`src/rtl/uart_fifo_pkg.sv`:
```
// Shared types and trigger-level tables for the UART FIFO control block.
// Assumes the 32-entry queue mode; levels are fixed character counts.
package uart_fifo_pkg;

    typedef logic [1:0] trig_code_t;

    typedef struct packed {
        trig_code_t rx_trig;
        trig_code_t tx_trig;
        logic       enable;
    } fifo_cfg_t;

    // Receive threshold in characters for each trigger code.
    function automatic int unsigned rx_level(input trig_code_t code);
        case (code)
            2'd0:    return 8;
            2'd1:    return 16;
            2'd2:    return 24;
            default: return 28;
        endcase
    endfunction

    // Transmit threshold in characters for each trigger code.
    function automatic int unsigned tx_level(input trig_code_t code);
        case (code)
            2'd0:    return 16;
            2'd1:    return 8;
            2'd2:    return 24;
            default: return 30;
        endcase
    endfunction

endpackage

```
`src/rtl/fifo_ctrl_reg.sv`:
```
// Control register: holds enable and trigger codes, and turns writes
// into one-cycle clear pulses for each queue. Clear bits are not stored,
// so they read back as 0. A change of the enable bit clears both queues.
module fifo_ctrl_reg
    import uart_fifo_pkg::*;
(
    input  logic            clk,
    input  logic            rst_n,
    input  logic            we,
    input  logic [7:0]      wdata,
    output fifo_cfg_t       cfg,
    output logic            rx_clr,
    output logic            tx_clr,
    output logic [7:0]      rdata
);

    logic en_change;

    // Decode clear requests from the current write.
    always_comb begin
        en_change = we && (wdata[0] != cfg.enable);
        rx_clr    = (we && wdata[1]) || en_change;
        tx_clr    = (we && wdata[2]) || en_change;
    end

    // Store the persistent fields on a write.
    always_ff @(posedge clk) begin
        if (!rst_n) begin
            cfg <= '0;
        end else if (we) begin
            cfg.rx_trig <= wdata[7:6];
            cfg.tx_trig <= wdata[5:4];
            cfg.enable  <= wdata[0];
        end
    end

    // Read value: reserved and clear bits always 0.
    assign rdata = {cfg.rx_trig, cfg.tx_trig, 3'b000, cfg.enable};

endmodule

```
`src/rtl/byte_fifo.sv`:
```
// Circular byte queue whose usable capacity is DEPTH when enabled and one
// entry when disabled. Assumes the caller clears it when the capacity
// changes. The output register updates only on a pop of a non-empty queue.
module byte_fifo #(
    parameter int DEPTH = 32,
    parameter int DW    = 8,
    localparam int AW   = (DEPTH > 1) ? $clog2(DEPTH) : 1,
    localparam int CW   = $clog2(DEPTH + 1)
) (
    input  logic          clk,
    input  logic          rst_n,
    input  logic          clr,
    input  logic          en,
    input  logic          push,
    input  logic [DW-1:0] din,
    input  logic          pop,
    output logic [DW-1:0] dout,
    output logic [CW-1:0] count,
    output logic          drop
);

    logic [DW-1:0] mem [DEPTH];
    logic [AW-1:0] wr_ptr, rd_ptr;
    logic [CW-1:0] cap;
    logic          accept, take;

    // Wrap a pointer at DEPTH, which need not be a power of two.
    function automatic logic [AW-1:0] bump(input logic [AW-1:0] p);
        return (p == AW'(DEPTH - 1)) ? '0 : p + 1'b1;
    endfunction

    // Decide which requests are honoured this cycle.
    always_comb begin
        cap    = en ? CW'(DEPTH) : CW'(1);
        accept = push && !clr && (count < cap);
        take   = pop && !clr && (count != '0);
        drop   = push && !clr && (count >= cap);
    end

    // Storage write; no reset needed on the data array.
    always_ff @(posedge clk) begin
        if (accept) mem[wr_ptr] <= din;
    end

    // Pointers, fill count and popped-data register.
    always_ff @(posedge clk) begin
        if (!rst_n) begin
            wr_ptr <= '0;
            rd_ptr <= '0;
            count  <= '0;
            dout   <= '0;
        end else if (clr) begin
            wr_ptr <= '0;
            rd_ptr <= '0;
            count  <= '0;
        end else begin
            if (accept) wr_ptr <= bump(wr_ptr);
            if (take) begin
                rd_ptr <= bump(rd_ptr);
                dout   <= mem[rd_ptr];
            end
            case ({accept, take})
                2'b10:   count <= count + 1'b1;
                2'b01:   count <= count - 1'b1;
                default: count <= count;
            endcase
        end
    end

endmodule

```
`src/rtl/fifo_trigger.sv`:
```
// Compares fill counts with the selected thresholds to form the two
// interrupt flags. Purely combinational from registered counts.
module fifo_trigger
    import uart_fifo_pkg::*;
#(
    parameter int CW = 6
) (
    input  fifo_cfg_t     cfg,
    input  logic [CW-1:0] rx_count,
    input  logic [CW-1:0] tx_count,
    output logic          rx_ready,
    output logic          tx_empty
);

    logic [CW-1:0] rx_lvl, tx_lvl;

    // Select levels, then compare in opposite senses.
    always_comb begin
        rx_lvl   = cfg.enable ? CW'(rx_level(cfg.rx_trig)) : CW'(1);
        tx_lvl   = cfg.enable ? CW'(tx_level(cfg.tx_trig)) : CW'(1);
        rx_ready = (rx_count >= rx_lvl);
        tx_empty = (tx_count <  tx_lvl);
    end

endmodule

```
`src/rtl/uart_fifo_ctrl.sv`:
```
// Top of the UART FIFO control block: control register, a receive and a
// transmit queue, the trigger comparators and the sticky receive overrun.
// Assumes DEPTH is at least the largest trigger level (30).
module uart_fifo_ctrl
    import uart_fifo_pkg::*;
#(
    parameter int DEPTH = 32,
    localparam int DW   = 8,
    localparam int CW   = $clog2(DEPTH + 1)
) (
    input  logic          clk,
    input  logic          rst_n,
    input  logic          cfg_we,
    input  logic [7:0]    cfg_wdata,
    output logic [7:0]    cfg_rdata,
    input  logic          rx_push,
    input  logic [DW-1:0] rx_din,
    input  logic          rx_pop,
    output logic [DW-1:0] rx_dout,
    output logic [CW-1:0] rx_count,
    output logic          rx_overrun,
    input  logic          tx_push,
    input  logic [DW-1:0] tx_din,
    input  logic          tx_pop,
    output logic [DW-1:0] tx_dout,
    output logic [CW-1:0] tx_count,
    output logic          rx_ready_irq,
    output logic          tx_empty_irq
);

    fifo_cfg_t cfg;
    logic      rx_clr, tx_clr, rx_drop, tx_drop_unused;

    fifo_ctrl_reg u_reg (
        .clk(clk), .rst_n(rst_n), .we(cfg_we), .wdata(cfg_wdata),
        .cfg(cfg), .rx_clr(rx_clr), .tx_clr(tx_clr), .rdata(cfg_rdata)
    );

    byte_fifo #(.DEPTH(DEPTH), .DW(DW)) u_rxq (
        .clk(clk), .rst_n(rst_n), .clr(rx_clr), .en(cfg.enable),
        .push(rx_push), .din(rx_din), .pop(rx_pop),
        .dout(rx_dout), .count(rx_count), .drop(rx_drop)
    );

    byte_fifo #(.DEPTH(DEPTH), .DW(DW)) u_txq (
        .clk(clk), .rst_n(rst_n), .clr(tx_clr), .en(cfg.enable),
        .push(tx_push), .din(tx_din), .pop(tx_pop),
        .dout(tx_dout), .count(tx_count), .drop(tx_drop_unused)
    );

    fifo_trigger #(.CW(CW)) u_trig (
        .cfg(cfg), .rx_count(rx_count), .tx_count(tx_count),
        .rx_ready(rx_ready_irq), .tx_empty(tx_empty_irq)
    );

    // Sticky overrun: set by a dropped receive push, cleared with the queue.
    always_ff @(posedge clk) begin
        if (!rst_n)       rx_overrun <= 1'b0;
        else if (rx_clr)  rx_overrun <= 1'b0;
        else if (rx_drop) rx_overrun <= 1'b1;
    end

endmodule

```
`config.mk`:
```
export PLATFORM = sky130hd
export DESIGN_NAME = uart_fifo_ctrl
export DESIGN_NICKNAME = d
export VERILOG_FILES = /design/src/rtl/uart_fifo_pkg.sv /design/src/rtl/fifo_ctrl_reg.sv /design/src/rtl/byte_fifo.sv /design/src/rtl/fifo_trigger.sv /design/src/rtl/uart_fifo_ctrl.sv
export SDC_FILE = /design/constraint.sdc
export NUM_CORES = 1
export LEC_CHECK = 0
export BUFFER_PORTS_ARGS = -buffer_cell sky130_fd_sc_hd__buf_2
export CORE_MARGIN = 4
export CORE_UTILIZATION = 30
export CTS_CLUSTER_SIZE = 40
export DETAILED_ROUTE_END_ITERATION = 7
export SETUP_SLACK_MARGIN = 0.4
export SKIP_CTS_REPAIR_TIMING = 1
export SLEW_MARGIN = 10
export SYNTH_ARGS = -nofsm -noshare
export SYNTH_HDL_FRONTEND = slang
export SYNTH_SLANG_ARGS = --single-unit
```
`constraint.sdc`:
```
create_clock -name clk -period 9 [get_ports clk]
set_clock_uncertainty 0.15 [all_clocks]
set_input_delay 1.8 -clock clk [delete_from_list [all_inputs] [get_ports clk]]
set_output_delay 1.8 -clock clk [all_outputs]
set_load 0.05 [all_outputs]
```
==> impl_metrics.json <==
{
  "status": "finished, final reports clean",
  "synthFlopType": "edfxtp_1",
  "maxCapViolCount": 0,
  "yosysWarnings": 0,
  "synth_area_sq_um": 22800,
  "die-area_sq_um": 80600,
  "synth-compound-area-share_pct": 4.08,
  "gp_congestion": 0.758,
  "ios": 70,
  "synth_edf_count": 512,
  "antenna_found_initial": 2,
  "post_dp_cell_area_sq_um": 24100,
  "worstHoldPathType": "reg -> reg",
  "timing.slew.headroom_pct": 28.7,
  "rows": 100,
  "grt_max_degree": 61,
  "cts_tree": "done",
  "synth_top_family_by_area": "multiplexers",
  "postRouteAntennaNets": 0,
  "hold_start": "rx_overrun$_SDFFE_PP0P_",
  "num_antenna_cells": 0,
  "ys_ff_latch": 566,
  "io_buffers": 65,
  "muxShareOfSynthArea_pct": 14.5,
  "vias": 11662,
  "finalSetupViolations": 0,
  "fin_setup_tns_ns": 0,
  "power_density_nw_per_um2": 206,
  "syn_inst": 1268,
  "crit_path_end_kind": "register",
  "drt-pass1-iter-count": 5,
  "htree_levels": 2,
  "grt_usage_pct": 12.1,
  "hpwlAfterDp_microns": 30400,
  "detailedPlace.worstSlack_ns": 3.49,
  "async_flop_share_pct": 0,
  "power_leakage_nw": 7.94,
  "fin_ws_ns": 4.11,
  "fp.coreArea_sq_um": 74900,
  "start_kind": "input port",
  "clkLatencyLatePin_ns": 0.60,
  "rsz0062_at_grt": "false",
  "min_path_cells": 2,
  "drive_above_1_share_pct": 21.1,
  "hold_slack_ns": 0.337,
  "max_freq_mhz": 204,
  "synth-seq-area-share_pct": 72.1,
  "synth_xor_area_share_pct": 0.767,
  "nets": 1387,
  "r2r_slack_ns": 4.83,
  "gr-total-overflow": 0,
  "timing.rr.start": "u_reg.cfg[0]$_SDFFE_PN0P_",
  "drv_slew": 0,
  "areaGrowthSynthToFinish_pct": 13.0,
  "timing.rr.end": "u_rxq.count[3]$_SDFFE_PP0P_",
  "grt_pass1_wl_microns": 75400,
  "die_h_microns": 284,
  "worstSetupPathType": "in -> reg",
  "avgRoutedWirePerCell_microns": 21.2,
  "die_w_microns": 284,
  "route.detailed.drc": 0,
  "cts_buffers": 55,
  "fin_crit_sh_pct": 54.3,
  "numClockSinks": 566,
  "synth_area_per_cell_sq_um": 18.0,
  "synth_fa_ha_area_share_pct": 1.64,
  "clkTransAtPathRegs_ns": 0.06,
  "grt_pass1_vias": 11799,
  "wl_microns": 49600,
  "cp.required_ns": 9.32,
  "crit_arrival_ns": 5.21,
  "vias_per_cell": 4.99,
  "first_iter_violations": 949,
  "cts_buffer_depth": 3,
  "ir_drop_v": 0.000170,
  "worst_slew_pin_slew_ns": 1.07,
  "stdcell_area_sq_um": 25800,
  "initial_core_util_pct": 30.5,
  "cts-root-buf": "clkbuf_16",
  "crit_fanout": 16,
  "final.min_clock_period_ns": 4.89,
  "rr_worst_depth": 11,
  "whs_endpoint": "rx_overrun$_SDFFE_PP0P_",
  "yosysUniqueCellTypes": 58,
  "yosys.area_share.simple_pct": 5.15,
  "finalHoldViolCount": 0
}
[metal layers]
metal | vias up | wire length (microns) | global-route usage (%)
li1 | 5182 | - | -
met1 | 6086 | 22000 | 16.8
met2 | 315 | 23700 | 19.7
met3 | 79 | 2800 | 2.35
met4 | 0 | 1050 | 3.20
met5 | - | 0 | 0
[area by class of cell]
cell class,count,area (sq um)
Fill cell,7001,49100
Inverter,17,63.8
Multi-Input combinational cell,613,5980
Timing Repair Buffer,73,385
Tap cell,969,1210
Clock inverter,25,225
Clock buffer,73,1470
Sequential cell,566,16500
[logic make-up after synthesis]
family | after synthesis
flip-flops | 566
AND/OR/NAND/NOR | 244
multiplexers | 177
AO/OA/AOI/OAI | 139
buffers and inverters | 91
adder cells (fa/ha/maj) | 30
XOR/XNOR | 20
other | 1
[power by group]
| group | internal (W) | total [W] | leakage [nW] | switching, W |
|---|---|---|---|---|
| registers | 0.00288 | 0.00290 | 5.05 | 0.0000193 |
| logic | 0.0000697 | 0.000219 | 2.06 | 0.000150 |
| clock network | 0.00124 | 0.00220 | 0.842 | 0.000965 |
[metrics by stage]
step	power [W]	util, %	instances
final	0.00532	34.4	2336
after global routing	0.00551	34.4	2336
after CTS	0.00538	34.4	2336
after detailed placement	0.00318	32.2	2238
after global placement	0.00317	32.2	2238
after floorplan	0.00309	-	1270
[critical path, cell delays in order]
cell and delay [ns]:
buf_2 0.11, xor2_1 0.14, o21ai_0 0.37, nand2_1 0.43, inv_1 0.58, ha_1 0.53
or3b_2 0.49, a21oi_1 0.25, nor3_1 0.07, nor3_1 0.24, xnor2_1 0.15, nor2_1 0.05
[cells in the final DEF (no fill, tap or decap), drive strengths merged, types with 30 or more instances in the layout]
cell type	instances
nor2	106
mux4	123
nand2	47
o21ai	36
dfxtp	54
clkbuf	73
mux2i	54
buf	73
ha	30
edfxtp	512
a21oi	35
[synth_stat cells (all sizes together), types with 11 or more instances]
| library cell | number | area [sq um] |
|---|---|---|
| a21oi | 35 | 175 |
| a221o | 15 | 150 |
| a221oi | 11 | 96.3 |
| buf | 31 | 176 |
| clkbuf | 43 | 163 |
| dfxtp | 54 | 1080 |
| edfxtp | 512 | 15400 |
| ha | 30 | 375 |
| inv | 17 | 63.8 |
| mux2i | 54 | 541 |
| mux4 | 123 | 2770 |
| nand2 | 47 | 176 |
| nor2 | 106 | 398 |
| nor2b | 19 | 119 |
| nor3 | 14 | 70.1 |
| o21ai | 36 | 180 |
| xor2 | 11 | 96.3 |
[state kept, by name, indices dropped and copies added, names as in the netlist]
| register | cells |
|---|---|
| u_txq.mem | 256 |
| rx_overrun | 1 |
| u_txq.rd_ptr | 5 |
| u_rxq.wr_ptr | 5 |
| u_rxq.rd_ptr | 5 |
| u_txq.dout | 8 |
| u_txq.wr_ptr | 5 |
| u_rxq.mem | 256 |
| u_rxq.count | 6 |
| u_rxq.dout | 8 |
| u_txq.count | 6 |
| u_reg.cfg | 5 |
[worst max-delay path by stage]
stage                             endpoint  slack, ns                       from  cells past startpoint
5_1_grt        u_txq.count[4]$_SDFFE_PP0P_       3.84               cfg_wdata[0]                     12
2_1_floorplan                 tx_empty_irq       4.26  u_reg.cfg[1]$_SDFFE_PN0P_                      7
6_report       u_rxq.count[3]$_SDFFE_PP0P_       4.11               cfg_wdata[0]                     12
4_1_cts        u_rxq.count[3]$_SDFFE_PP0P_       4.12               cfg_wdata[0]                     12
3_5_place_dp   u_rxq.count[3]$_SDFFE_PP0P_       3.49               cfg_wdata[0]                     12
3_3_place_gp   u_rxq.count[3]$_SDFFE_PP0P_       3.54               cfg_wdata[0]                     12
Power figures use the tool's default switching activity.
